[config.mk]
export PLATFORM = sky130hd
export DESIGN_NAME = cal_shadow_sync
export DESIGN_NICKNAME = d
export VERILOG_FILES = /design/src/rtl/cal_shadow_pkg.sv /design/src/rtl/cal_tgl_sync.sv /design/src/rtl/cal_shadow_bank.sv /design/src/rtl/cal_read_port.sv /design/src/rtl/cal_shadow_sync.sv
export SDC_FILE = /design/constraint.sdc
export NUM_CORES = 1
export LEC_CHECK = 0
export BUFFER_PORTS_ARGS = -buffer_cell sky130_fd_sc_hd__clkbuf_2
export CAP_MARGIN = 30
export CORE_UTILIZATION = 58
export DETAILED_ROUTE_END_ITERATION = 10
export PLACE_DENSITY_LB_ADDON = 0.15
export SLEW_MARGIN = 30
export SYNTH_ARGS = -nofsm -noshare
export SYNTH_HDL_FRONTEND = slang
export SYNTH_SLANG_ARGS = --single-unit
[constraint.sdc]
create_clock -name clk -period 3.83 [get_ports clk]
set_input_delay 0.383 -clock clk [delete_from_list [all_inputs] [get_ports clk]]
set_output_delay 0.383 -clock clk [all_outputs]
set_load 0.03 [all_outputs]
[src/rtl/cal_shadow_pkg.sv]
// Package: word selection codes shared by the read port and the bench-visible rd_sel.
// Assumes: rd_sel is 2 bits; value 3 selects nothing and reads as zero.
package cal_shadow_pkg;
    typedef enum logic [1:0] {
        SEL_SUB  = 2'd0,
        SEL_TIME = 2'd1,
        SEL_DATE = 2'd2,
        SEL_NONE = 2'd3
    } word_sel_e;
endpackage

[src/rtl/cal_tgl_sync.sv]
// Module: brings the counter-domain toggle into clk and emits a one-cycle update strobe.
// Assumes: cnt_tgl changes at most once per STAGES+1 clk cycles; reset only by power-on.
module cal_tgl_sync #(
    parameter int STAGES = 2
) (
    input  logic clk,
    input  logic por_ni,
    input  logic tgl_i,
    output logic upd_o
);
    logic [STAGES-1:0] stg_q;
    logic              last_q;

    genvar g;
    generate
        for (g = 0; g < STAGES; g++) begin : g_stage
            // Purpose: one synchronizer stage, fed by the input or the previous stage.
            always_ff @(posedge clk) begin
                if (!por_ni) stg_q[g] <= 1'b0;
                else if (g == 0) stg_q[g] <= tgl_i;
                else stg_q[g] <= stg_q[(g == 0) ? 0 : g-1];
            end
        end
    endgenerate

    // Purpose: remember the last synchronized level for edge detection.
    always_ff @(posedge clk) begin
        if (!por_ni) last_q <= 1'b0;
        else last_q <= stg_q[STAGES-1];
    end

    assign upd_o = stg_q[STAGES-1] ^ last_q;
endmodule

[src/rtl/cal_shadow_bank.sv]
// Module: shadow sub-second/time/date registers, freeze logic and the synchronized flag.
// Assumes: live words stable while upd_i is high; rst_ni combines system and power-on reset.
module cal_shadow_bank #(
    parameter int SS_W = 16,
    parameter int TM_W = 22,
    parameter int DT_W = 24
) (
    input  logic            clk,
    input  logic            rst_ni,
    input  logic            upd_i,
    input  logic            lp_i,
    input  logic [SS_W-1:0] live_ss_i,
    input  logic [TM_W-1:0] live_tm_i,
    input  logic [DT_W-1:0] live_dt_i,
    input  logic            rd_ss_i,
    input  logic            rd_dt_i,
    input  logic            clr_i,
    output logic [SS_W-1:0] ss_o,
    output logic [TM_W-1:0] tm_o,
    output logic [DT_W-1:0] dt_o,
    output logic            rsf_o
);
    logic [SS_W-1:0] ss_q;
    logic [TM_W-1:0] tm_q;
    logic [DT_W-1:0] dt_q;
    logic            rsf_q, frz_q, pend_q;
    logic            load_ss, load_td, release_now;

    assign load_ss     = upd_i && !lp_i;
    assign release_now = rd_dt_i && frz_q;
    assign load_td     = (load_ss && !frz_q) || (release_now && pend_q);

    // Purpose: shadow word registers, loaded by updates or by release of a held update.
    always_ff @(posedge clk) begin
        if (!rst_ni) begin
            ss_q <= '0;
            tm_q <= '0;
            dt_q <= '0;
        end else begin
            if (load_ss) ss_q <= live_ss_i;
            if (load_td) begin
                tm_q <= live_tm_i;
                dt_q <= live_dt_i;
            end
        end
    end

    // Purpose: freeze on sub-second read, release on date read, remember held updates.
    always_ff @(posedge clk) begin
        if (!rst_ni) begin
            frz_q  <= 1'b0;
            pend_q <= 1'b0;
        end else begin
            if (rd_dt_i) frz_q <= 1'b0;
            else if (rd_ss_i) frz_q <= 1'b1;
            if (release_now) pend_q <= 1'b0;
            else if (load_ss && frz_q) pend_q <= 1'b1;
        end
    end

    // Purpose: synchronized flag, clears take priority over a same-edge set.
    always_ff @(posedge clk) begin
        if (!rst_ni) rsf_q <= 1'b0;
        else if (clr_i) rsf_q <= 1'b0;
        else if (load_ss) rsf_q <= 1'b1;
    end

    assign ss_o  = ss_q;
    assign tm_o  = tm_q;
    assign dt_o  = dt_q;
    assign rsf_o = rsf_q;


    rsf_set_chk: assert property (@(posedge clk) disable iff (!rst_ni)
        (upd_i && !lp_i && !clr_i) |=> rsf_q);

    lp_hold_chk: assert property (@(posedge clk) disable iff (!rst_ni)
        lp_i |=> $stable(ss_q));

    rsf_clr_chk: assert property (@(posedge clk) disable iff (!rst_ni)
        clr_i |=> !rsf_q);

    frz_hold_chk: assert property (@(posedge clk) disable iff (!rst_ni)
        (frz_q && !rd_dt_i) |=> ($stable(tm_q) && $stable(dt_q)));
endmodule

[src/rtl/cal_read_port.sv]
// Module: read port returning shadow words in one cycle or live words in two.
// Assumes: rd_req_i is a one-cycle pulse; requests during a pending bypass read are dropped.
module cal_read_port
    import cal_shadow_pkg::*;
#(
    parameter int BUS_W = 32,
    parameter int SS_W  = 16,
    parameter int TM_W  = 22,
    parameter int DT_W  = 24
) (
    input  logic             clk,
    input  logic             rst_ni,
    input  logic             rd_req_i,
    input  logic [1:0]       rd_sel_i,
    input  logic             byp_i,
    input  logic [SS_W-1:0]  sh_ss_i,
    input  logic [TM_W-1:0]  sh_tm_i,
    input  logic [DT_W-1:0]  sh_dt_i,
    input  logic [SS_W-1:0]  lv_ss_i,
    input  logic [TM_W-1:0]  lv_tm_i,
    input  logic [DT_W-1:0]  lv_dt_i,
    output logic             rd_ack_o,
    output logic [BUS_W-1:0] rd_data_o,
    output logic             rd_ss_o,
    output logic             rd_dt_o
);
    logic             busy_q, ack_q;
    logic [1:0]       sel_q;
    logic [BUS_W-1:0] data_q;
    logic             start;

    function automatic logic [BUS_W-1:0] pick(input logic [1:0] s,
                                              input logic [SS_W-1:0] a,
                                              input logic [TM_W-1:0] b,
                                              input logic [DT_W-1:0] c);
        case (word_sel_e'(s))
            SEL_SUB:  pick = {{(BUS_W-SS_W){1'b0}}, a};
            SEL_TIME: pick = {{(BUS_W-TM_W){1'b0}}, b};
            SEL_DATE: pick = {{(BUS_W-DT_W){1'b0}}, c};
            default:  pick = '0;
        endcase
    endfunction

    assign start   = rd_req_i && !busy_q;
    assign rd_ss_o = start && !byp_i && (word_sel_e'(rd_sel_i) == SEL_SUB);
    assign rd_dt_o = start && !byp_i && (word_sel_e'(rd_sel_i) == SEL_DATE);

    // Purpose: acknowledge sequencing and data capture for both read paths.
    always_ff @(posedge clk) begin
        if (!rst_ni) begin
            busy_q <= 1'b0;
            ack_q  <= 1'b0;
            sel_q  <= 2'd0;
            data_q <= '0;
        end else begin
            ack_q <= 1'b0;
            if (busy_q) begin
                ack_q  <= 1'b1;
                data_q <= pick(sel_q, lv_ss_i, lv_tm_i, lv_dt_i);
                busy_q <= 1'b0;
            end else if (start) begin
                if (byp_i) begin
                    busy_q <= 1'b1;
                    sel_q  <= rd_sel_i;
                end else begin
                    ack_q  <= 1'b1;
                    data_q <= pick(rd_sel_i, sh_ss_i, sh_tm_i, sh_dt_i);
                end
            end
        end
    end

    assign rd_ack_o  = ack_q;
    assign rd_data_o = data_q;


    sh_ack_chk: assert property (@(posedge clk) disable iff (!rst_ni)
        (rd_req_i && !byp_i && !busy_q) |=> rd_ack_o);

    byp_ack_chk: assert property (@(posedge clk) disable iff (!rst_ni)
        (rd_req_i && byp_i && !busy_q) |=> !rd_ack_o ##1 rd_ack_o);

    byp_busy_chk: assert property (@(posedge clk) disable iff (!rst_ni)
        busy_q |=> (rd_ack_o && !busy_q));
endmodule

[src/rtl/cal_shadow_sync.sv]
// Module: top of the calendar shadow synchronizer; splits system and power-on reset.
// Assumes: live words move only together with cnt_tgl; cnt_tgl held 0 during power-on reset.
module cal_shadow_sync #(
    parameter int SS_W        = 16,
    parameter int TM_W        = 22,
    parameter int DT_W        = 24,
    parameter int BUS_W       = 32,
    parameter int SYNC_STAGES = 2
) (
    input  logic             clk,
    input  logic             por_n,
    input  logic             rst_n,
    input  logic             cnt_tgl,
    input  logic [SS_W-1:0]  live_ss,
    input  logic [TM_W-1:0]  live_tm,
    input  logic [DT_W-1:0]  live_dt,
    input  logic             low_pwr,
    input  logic             init_exit,
    input  logic             shift_done,
    input  logic             byp_en,
    input  logic             rsf_wr,
    input  logic             rsf_wdata,
    input  logic             rd_req,
    input  logic [1:0]       rd_sel,
    output logic             rd_ack,
    output logic [BUS_W-1:0] rd_data,
    output logic             rsf
);
    logic            sys_rst_n, upd, clr, rd_ss, rd_dt;
    logic [SS_W-1:0] sh_ss;
    logic [TM_W-1:0] sh_tm;
    logic [DT_W-1:0] sh_dt;

    assign sys_rst_n = rst_n && por_n;
    assign clr       = init_exit || shift_done || (rsf_wr && !rsf_wdata);

    cal_tgl_sync #(.STAGES(SYNC_STAGES)) u_sync (
        .clk(clk), .por_ni(por_n), .tgl_i(cnt_tgl), .upd_o(upd)
    );

    cal_shadow_bank #(.SS_W(SS_W), .TM_W(TM_W), .DT_W(DT_W)) u_bank (
        .clk(clk), .rst_ni(sys_rst_n), .upd_i(upd), .lp_i(low_pwr),
        .live_ss_i(live_ss), .live_tm_i(live_tm), .live_dt_i(live_dt),
        .rd_ss_i(rd_ss), .rd_dt_i(rd_dt), .clr_i(clr),
        .ss_o(sh_ss), .tm_o(sh_tm), .dt_o(sh_dt), .rsf_o(rsf)
    );

    cal_read_port #(.BUS_W(BUS_W), .SS_W(SS_W), .TM_W(TM_W), .DT_W(DT_W)) u_rd (
        .clk(clk), .rst_ni(sys_rst_n), .rd_req_i(rd_req), .rd_sel_i(rd_sel),
        .byp_i(byp_en), .sh_ss_i(sh_ss), .sh_tm_i(sh_tm), .sh_dt_i(sh_dt),
        .lv_ss_i(live_ss), .lv_tm_i(live_tm), .lv_dt_i(live_dt),
        .rd_ack_o(rd_ack), .rd_data_o(rd_data), .rd_ss_o(rd_ss), .rd_dt_o(rd_dt)
    );
endmodule

==> metrics.txt, run 1 <==
fmax=~440 MHz; nets=approximately 680; post-cts resize count=0; worst-case reg-to-reg path depth=4; Total GRT Usage=~31%; Avg Cell Area, Syn=roughly 8.7 um2; Slew Viols, Final=0; Initial Utilization=just over 60%; critical path fanouts, max=20; hold_buf cts=0; synthesis-to-finish area growth=13.48%; worst min-delay path class=input port to flip-flop; CP max stage cell=dfxtp_1; pin count of the biggest net entering global routing=77; R2R Path End=u_rd.rd_data_o[6]; clock tree sinks=between 90 and 100; reg2reg start=u_rd.sel_q[1]; Max-slew headroom=approximately 44%; Yosys reg bits=96; First-pass DRT Iterations=5; detailed placement HPWL=between 8000 and 9000 um; Worst setup SP type=flip-flop; IO Pins=approximately 110; Port Buffers=100; Buf/Inv on CP=0; Reg2Reg Setup Slack=between 1.5 and 2 ns; postcts setup bufs=0; CP Cell Sequence=nand2b_1, o221ai_1, o21ai_0, o21ai_0; Synth warnings=0; Root Buffer=clkbuf_8; final worst path period share=about three fifths; CTS buffer count=9; CTS clk-pin slew, worst paths=0.09 ns; Post-Syn Area=about 0.0047 mm2; Worst path max stage delay=between 0.8 and 0.9 ns; DR WL/cell=about 18 um; Rows=32; most common cell after layout, fill and taps aside=clkbuf_2; Final Skew=between 0.01 and 0.015 ns; vias in the first global route=4,248; total die area=about 0.0085 mm2; first-pass GRT wire length=about 21,000 um; Antenna Cells=0; H-tree depth=3; Die Y=between 90 and 100 um; # placed instances=698; Hold Fails Final Rpt=0; actual slew at the worst max-slew pin=approximately 0.85 ns; Min-Delay Path Depth=2; CP Class=flip-flop to flip-flop; Iter 0 DRT Violations=roughly 260; Arrival @ worst endpoint=2.58 ns; DRC Markers=0; share of cells above drive strength 1=28.92%; worst skew pair latency=roughly 0.36 ns; RSZ-0062 raised after global routing=no; setup TNS=0 ns; critical path endpoint category=flip-flop; slack of the critical path=1.540 ns; Final Setup Violations=0; RD Place Congestion=~0.84; CTS tree=yes; Hold Crit Start=cnt_tgl; crit-path leading delay family=flip-flops; Routed WL=roughly 13,000 um; max_cap viols=0; pre-CTS setup slack=1.372 ns; core footprint=between 0.007 and 0.008 mm2; CTS max path bufs=2; antenna violations before repair=0; power per cell area=~360 mW/mm2; Post-DRT Antenna Nets=0; crit-path most repeated cell=o21ai_0; status=finished clean; Final Non-Filler Cells=roughly 700; worst vdd ir=~0.24 mV; final period demand of the worst path=approximately 2.3 ns; Leak Pwr=~1.9 nW; post-synth cell types=39; vias=~4.5k; vias per cell=about 6.3; post-synthesis cell count=540; width of the die=a little over 90 um; Seq/Total Area, Yosys=40.76%; GRT overflow=0; Worst Hold Path EP=u_sync.stg_q[0]; CP required=between 4 and 5 ns; most frequent cells in the layout=100 x clkbuf_2, 96 x dfxtp_1, 62 x nand3_1
-- area by class of cell --
cell class	instances	area [um2]
inverters	19	71.32
multi-input cells	370	2439
well taps	102	127.6
repair buffers	111	583.1
clock buffers	12	155.1
fillers	679	2457
clock inverters	4	52.55
flip-flops and latches	96	1922
-- worst register-to-register path, delay by kind of cell, from the launching register on --
kind               cells  cell delay [ns]
DFF                    1             0.88
and+or+nand+nor        1             0.64
AOI/OAI and AO/OA      3             0.71
-- cells in the mapped netlist, drive strengths merged --
library cell	count	area, um2
a211oi	1	7.510
a21oi	73	515.5
a22o	6	52.55
a22oi	12	90.09
a32oi	2	17.52
and2	4	25.02
and4	1	8.760
buf	32	217.7
clkbuf	30	117.6
conb	1	3.750
dfxtp	96	1922
inv	19	71.32
mux2i	34	340.3
nand2	19	71.32
nand2b	3	18.77
nand3	62	310.3
nand3b	1	7.510
nand4	1	12.51
nor2	4	17.52
nor2b	4	25.02
nor3	2	15.01
nor3b	1	18.77
nor4b	1	23.77
o21ai	95	479.2
o221a	1	11.26
o221ai	16	140.1
o2bb2ai	16	140.1
or3	1	6.260
or3b	1	11.26
xnor2	1	16.27
-- stage by stage --
step                total power [mW]  instance area (um2)  hold WS (ns)  utilization, %
finish                         1.922                 5350        0.2370           68.53
global route                   1.981                 5350        0.2350           68.53
CTS                            1.922                 5350        0.2300           68.53
detailed placement             1.245                 5142        0.4226           65.87
global placement               1.239                 5134        0.4143           65.75
floorplan                      1.167                 4741        0.4118               -
-- power breakdown --
group | switching, mW | internal [mW] | leakage, nW
Sequential | 0.00800 | 1.01 | 0.775
Clock | 0.359 | 0.338 | 0.0948
Combinational | 0.139 | 0.0690 | 1.04
-- flip-flops by register name, summed over array words and instances (netlist names), 2 cells and up --
register	cells
u_rd.rd_data_o	24
u_bank.ss_o	16
u_bank.tm_o	22
u_rd.sel_q	2
u_sync.stg_q	2
u_bank.dt_o	24
-- routing by layer --
| layer | track usage [%] | vias up | part of all wire [%] |
|---|---|---|---|
| met5 | 0 | - | 0 |
| met4 | 10.42 | 0 | 2.5 |
| met2 | 53.30 | 194 | 49 |
| met3 | 5.307 | 32 | 6.1 |
| met1 | 39.58 | 2168 | 43 |
| li1 | - | 2093 | - |
-- cells by family after synthesis --
kind of cell           count (synthesis)  share of synthesized area [%]
other                                  1                        0.07954
buffers and inverters                 81                          8.625
flip-flops                            96                          40.76
XOR/XNOR                               1                         0.3451
multiplexers                          34                          7.219
AO/OA/AOI/OAI                        222                          30.84
AND/OR/NAND/NOR                      105                          12.13
-- worst max path at each step --
stage	endpoint	start	cells after the start	slack (ns)
2_1_floorplan	u_bank.tm_o[11]	low_pwr	6	2.33
3_3_place_gp	u_bank.tm_o[20]	rd_sel[0]	6	1.45
3_5_place_dp	u_bank.tm_o[17]	rd_sel[0]	6	1.37
4_1_cts	u_rd.rd_data_o[8]	u_rd.sel_q[1]	4	1.58
5_1_grt	u_rd.rd_data_o[8]	u_rd.sel_q[1]	4	1.32
6_report	u_rd.rd_data_o[6]	u_rd.sel_q[1]	4	1.54
(Power assumes the default switching activity.)
==> run 2, diff against run 1 <==
- CORE_UTILIZATION: 58 -> 54
- clock period: 3.83 -> 2.2 ns (I/O delays scaled with it)
==> run 2 against run 1 <==
Net effect: count of clock-buffer cells in the layout shrank 2; cell count grew 2.2%; via count is 0.76% lower; register-to-register slack worse by 1.3 ns; die area grew 7.2%; critical path depth up 2; design area is 2.5% higher; fmax grew 17%; worst hold slack got worse by 0.17 ns; global-route usage fell by 1.4 points; critical endpoint is now u_bank.tm_o[0]; highest routed layer unchanged.
==> metrics.txt, run 2 (same netlist as run 1, synthesis figures left out) <==
status=finished clean; Initial Utilization=56.53% (-3.9 points); critical path fanouts, max=16 (-20%); placed cell area=0.005255 mm2 (+2.2%); antenna violations before repair=0 (unchanged); Routed WL=13,060 um (+1.5%); CTS clk-pin slew, worst paths=0.09 ns (about the same); pin count of the biggest net entering global routing=41 (-47%); CP Cell Sequence=buf_4, nor4b_4, and4_1, buf_4, o21ai_0, a21oi_1; vias=4,453 (-0.76%); Total GRT Usage=29.77% (-1.4 points); core footprint=0.008341 mm2 (+6.8%); Pwr Total=3.443 mW (+79%); setup TNS=0 ns (unchanged); GRT overflow=0 (unchanged); actual slew at the worst max-slew pin=0.8236 ns (-0.02183 ns); RSZ-0062 raised after global routing=no; worst skew pair latency=0.36 ns (about the same); share of cells above drive strength 1=30.56% (+1.6 points); worst vdd ir=0.3598 mV (+52%); CP required=2.48 ns (-1.64 ns); Final Setup Violations=0 (unchanged); CTS max path bufs=2 (unchanged); Final Instance Area=0.005483 mm2 (+2.5%); Rows=33 (+3.1%); fmax=509.4 MHz (+17%); hold_buf cts=0 (unchanged); vias per cell=6.100 (-2.9%); First-pass DRT Iterations=5 (unchanged); most common cell after layout, fill and taps aside=clkbuf_2; synthesis-to-finish area growth=16.30%; Max-slew headroom=45.03% (+1.5 points); DRC Markers=0 (unchanged); Iter 0 DRT Violations=279 (+8.1%); total die area=0.009108 mm2 (+7.2%); CTS tree=yes; DR WL/cell=17.89 um (-0.72%); CP max stage cell=and4_1; clock tree sinks=96 (unchanged); max_cap viols=0 (unchanged); worst-case reg-to-reg path depth=6 (+2); Slew Viols, Final=0 (unchanged); Arrival @ worst endpoint=2.24 ns (-0.34 ns); Final Non-Filler Cells=730 (+2.2%); detailed placement HPWL=9018 um (+5.1%); width of the die=95.44 um (+3.6%); most frequent cells in the layout=100 x clkbuf_2, 96 x dfxtp_1, 62 x nand3_1; H-tree depth=3 (unchanged); nets=695 (+1.9%); Post-DRT Antenna Nets=0 (unchanged); # placed instances=714 (+2.3%); vias in the first global route=4,233 (-0.35%); Min-Delay Path Depth=2 (unchanged); Port Buffers=100 (unchanged); Worst path max stage delay=0.47 ns (-0.41 ns); first-pass GRT wire length=20,750 um (-0.36%); final period demand of the worst path=1.963 ns (-0.3266 ns); Root Buffer=clkbuf_8; critical path endpoint category=flip-flop; IO Pins=109 (unchanged); worst min-delay path class=input port to flip-flop; Worst setup SP type=flip-flop; Die Y=95.44 um (+3.6%); postcts setup bufs=0 (unchanged); CTS buffer count=9 (unchanged); CP Class=flip-flop to flip-flop; Final Skew=0.01728 ns (+0.006367 ns); crit-path most repeated cell=buf_4; Leak Pwr=1.997 nW (+4.8%); RD Place Congestion=0.8147 (-2.5%); # fillers=736 (+8.4%); power per cell area=628.0 mW/mm2 (+75%); Hold Fails Final Rpt=0 (unchanged); final worst path period share=89.22% (+29 points); Antenna Cells=0 (unchanged); post-cts resize count=0 (unchanged)
==> run 2: changes by cell type in the layout (fill, tap and decap cells not counted), sizes merged <==
cell / change
buf: +13
bufinv: +1
clkbuf: -2
clkinv: +2
clkinvlp: -2
inv: +1
==> run 2: area by class of cell <==
| class | instances | area (um2) | area share [%] |
|---|---|---|---|
| Inverter | 19 | 71.32 | 1.301 |
| Sequential cell | 96 | 1922 | 35.05 |
| Timing Repair Buffer | 124 | 693.2 | 12.64 |
| Clock inverter | 6 | 90.09 | 1.643 |
| Multi-Input combinational cell | 370 | 2437 | 44.45 |
| Clock buffer | 10 | 137.6 | 2.510 |
| Tap cell | 105 | 131.4 | 2.396 |
==> run 2: power by group <==
group	switching (mW)	internal (mW)	leakage, nW	total, mW
logic	0.245	0.131	1.11	0.376
registers	0.0131	1.76	0.775	1.77
clock network	0.622	0.676	0.113	1.30
==> run 2: worst paths after layout <==
path | from | endpoint | slack, ns
min | cnt_tgl | u_sync.stg_q[0] | 0.07
max | u_rd.busy_q | u_bank.tm_o[0] | 0.24
min reg2reg | u_sync.stg_q[0] | u_sync.stg_q[1] | 0.45
max reg2reg | u_rd.busy_q | u_bank.tm_o[0] | 0.24
==> run 2: critical path: cells and delay by family (launching register included) <==
family	cells	cell delay, ns
AOI/OAI and AO/OA	2	0.27
and+or+nand+nor	2	0.79
DFF	1	0.35
buffers and inverters	2	0.49
==> run 2: stage by stage <==
step	utilization [%]	setup WS, ns	hold slack, ns
after floorplan	-	0.7258	0.3417
after global placement	62.92	0.1332	0.4197
after detailed placement	63.01	0.2274	0.4242
after CTS	65.74	0.2147	0.06549
after global routing	65.74	0.06318	0.06091
final	65.74	0.2371	0.07027
==> run 2: layer usage <==
layer	global-route usage [%]	vias to the layer above	wire (um)
met2	50.24	175	6287
met3	3.429	27	687
met4	12.31	0	369
met1	38.51	2138	5716
li1	-	2113	-
met5	0	-	0
==> run 3, diff against run 2 <==
- CORE_UTILIZATION: 54 -> 58
- clock period: 2.2 -> 2.5 ns (I/O delays scaled with it)
==> run 3 against run 2 <==
Net effect: combinational power down 13%; total power decreased by 12%; routed wire length decreased by 1.5%; fmax is 3.1% lower; design area decreased by 0.62%; sequential share of layout area increased by 0.22 points; non-clock buffer count down 5; die area decreased by 6.7%; global-route usage grew 1.0 points; worst hold slack better by 0.035 ns.
==> metrics.txt, run 3 (same netlist as run 1, synthesis figures left out) <==
Slew Viols, Final=0 (unchanged); Arrival @ worst endpoint=2.31 ns (+0.07 ns); Worst path max stage delay=0.49 ns (+0.02 ns); Max-slew headroom=40.22% (-4.8 points); post-cts resize count=0 (unchanged); Buf/Inv on CP=1 (-1); H-tree depth=3 (unchanged); worst vdd ir=0.3511 mV (-2.4%); reg2reg start=u_sync.stg_q[1]; setup TNS=0 ns (unchanged); most common cell after layout, fill and taps aside=clkbuf_2; Worst setup SP type=flip-flop; RD Place Congestion=0.8578 (+5.3%); # placed instances=706 (-1.1%); actual slew at the worst max-slew pin=0.8924 ns (+0.06874 ns); hold_buf cts=0 (unchanged); met2 WL=6320 um (+0.52%); Rows=32 (-3.0%); final worst path period share=81.01% (-8.2 points); RSZ-0062 raised after global routing=no; worst skew pair latency=0.36 ns (about the same); Total GRT Usage=30.81% (+1.0 points); vias in the first global route=4,185 (-1.1%); postcts setup bufs=0 (unchanged); Leak Pwr=1.969 nW (-1.4%); IO Pins=109 (unchanged); status=finished clean; Final Non-Filler Cells=722 (-1.1%); CTS max path bufs=2 (unchanged); critical path endpoint category=flip-flop; GRT overflow=0 (unchanged); Highest Signal Layer=met4; post-layout util=69.79% (+4.1 points); Hold WS=0.1055 ns (+0.03519 ns); CP max stage cell=nor3_4; critical path fanouts, max=34 (+18); clock tree sinks=96 (unchanged); CTS tree=yes; vias=4,465 (+0.27%); Die Y=92.16 um (-3.4%); antenna violations before repair=0 (unchanged); width of the die=92.16 um (-3.4%); Detail Route met3 WL=839 um (+22%); First-pass DRT Iterations=7 (+2); fmax=493.8 MHz (-3.1%); synthesis-to-finish area growth=15.58%; power per cell area=556.7 mW/mm2 (-11%); final period demand of the worst path=2.025 ns (+0.06235 ns); core footprint=0.007807 mm2 (-6.4%); Root Buffer=clkbuf_8; nets=690 (-0.72%); Initial Utilization=60.38% (+3.9 points); max_cap viols=0 (unchanged); CP Cell Sequence=xnor2_2, nor3_4, buf_4, o21ai_1, a21oi_2; crit path from=u_sync.stg_q[1]; Port Buffers=100 (unchanged); CP Class=flip-flop to flip-flop; DR WL/cell=17.82 um (-0.40%); CTS clk-pin slew, worst paths=0.09 ns (about the same); most frequent cells in the layout=100 x clkbuf_2, 96 x dfxtp_1, 62 x nand3_1; Final Skew=0.01015 ns (-0.007125 ns); worst min-delay path class=input port to flip-flop; first-pass GRT wire length=20,440 um (-1.5%); Iter 0 DRT Violations=342 (+23%); detailed placement HPWL=8763 um (-2.8%); metal1 wirelength=5264 um (-7.9%); total die area=0.008493 mm2 (-6.7%); CTS buffer count=9 (unchanged); Hold Crit Start=cnt_tgl; vias per cell=6.184 (+1.4%); crit-path leading delay family=simple AND/OR/NAND/NOR gates; DRC Markers=0 (unchanged); CP required=2.78 ns (+0.30 ns); pin count of the biggest net entering global routing=47 (+15%); Post-DRT Antenna Nets=0 (unchanged); share of cells above drive strength 1=30.00% (-0.56 points); Hold Fails Final Rpt=0 (unchanged); Final Setup Violations=0 (unchanged); Antenna Cells=0 (unchanged); Routed WL=12,870 um (-1.5%)
[run 3: cell type report]
class	instances	area [um2]
multi-input cells	370	2430
fillers	666	2359
flip-flops and latches	96	1922
repair buffers	119	668.1
clock buffers	10	137.6
well taps	102	127.6
clock inverters	6	92.59
inverters	19	71.32
[run 3: routing by layer]
metal,vias to the layer above,GRT usage (%)
met5,-,0
met1,2091,39.32
met3,35,3.897
met2,229,51.24
li1,2110,-
met4,0,15.23
[run 3: worst paths after layout]
path / end / slack (ns) / depth (start not counted)
max: u_bank.dt_o[17] / 0.47 / 5
max reg2reg: u_bank.dt_o[17] / 0.47 / 5
min: u_sync.stg_q[0] / 0.11 / 2
min reg2reg: u_sync.stg_q[1] / 0.45 / 1
[run 3: through the flow]
| stage | total power [mW] | setup slack (ns) | cell area (um2) |
|---|---|---|---|
| after global routing | 3.136 | 0.3026 | 5449 |
| after global placement | 1.907 | 0.6143 | 5219 |
| after detailed placement | 1.913 | 0.4792 | 5219 |
| final | 3.033 | 0.4747 | 5449 |
| after CTS | 3.038 | 0.4599 | 5449 |
| after floorplan | 1.789 | 1.026 | 4741 |
[run 3: where the power goes]
group | total (mW) | internal [mW] | switching, mW | leakage (nW)
Clock | 1.15 | 0.594 | 0.557 | 0.109
Sequential | 1.56 | 1.55 | 0.0112 | 0.775
Combinational | 0.326 | 0.111 | 0.214 | 1.09
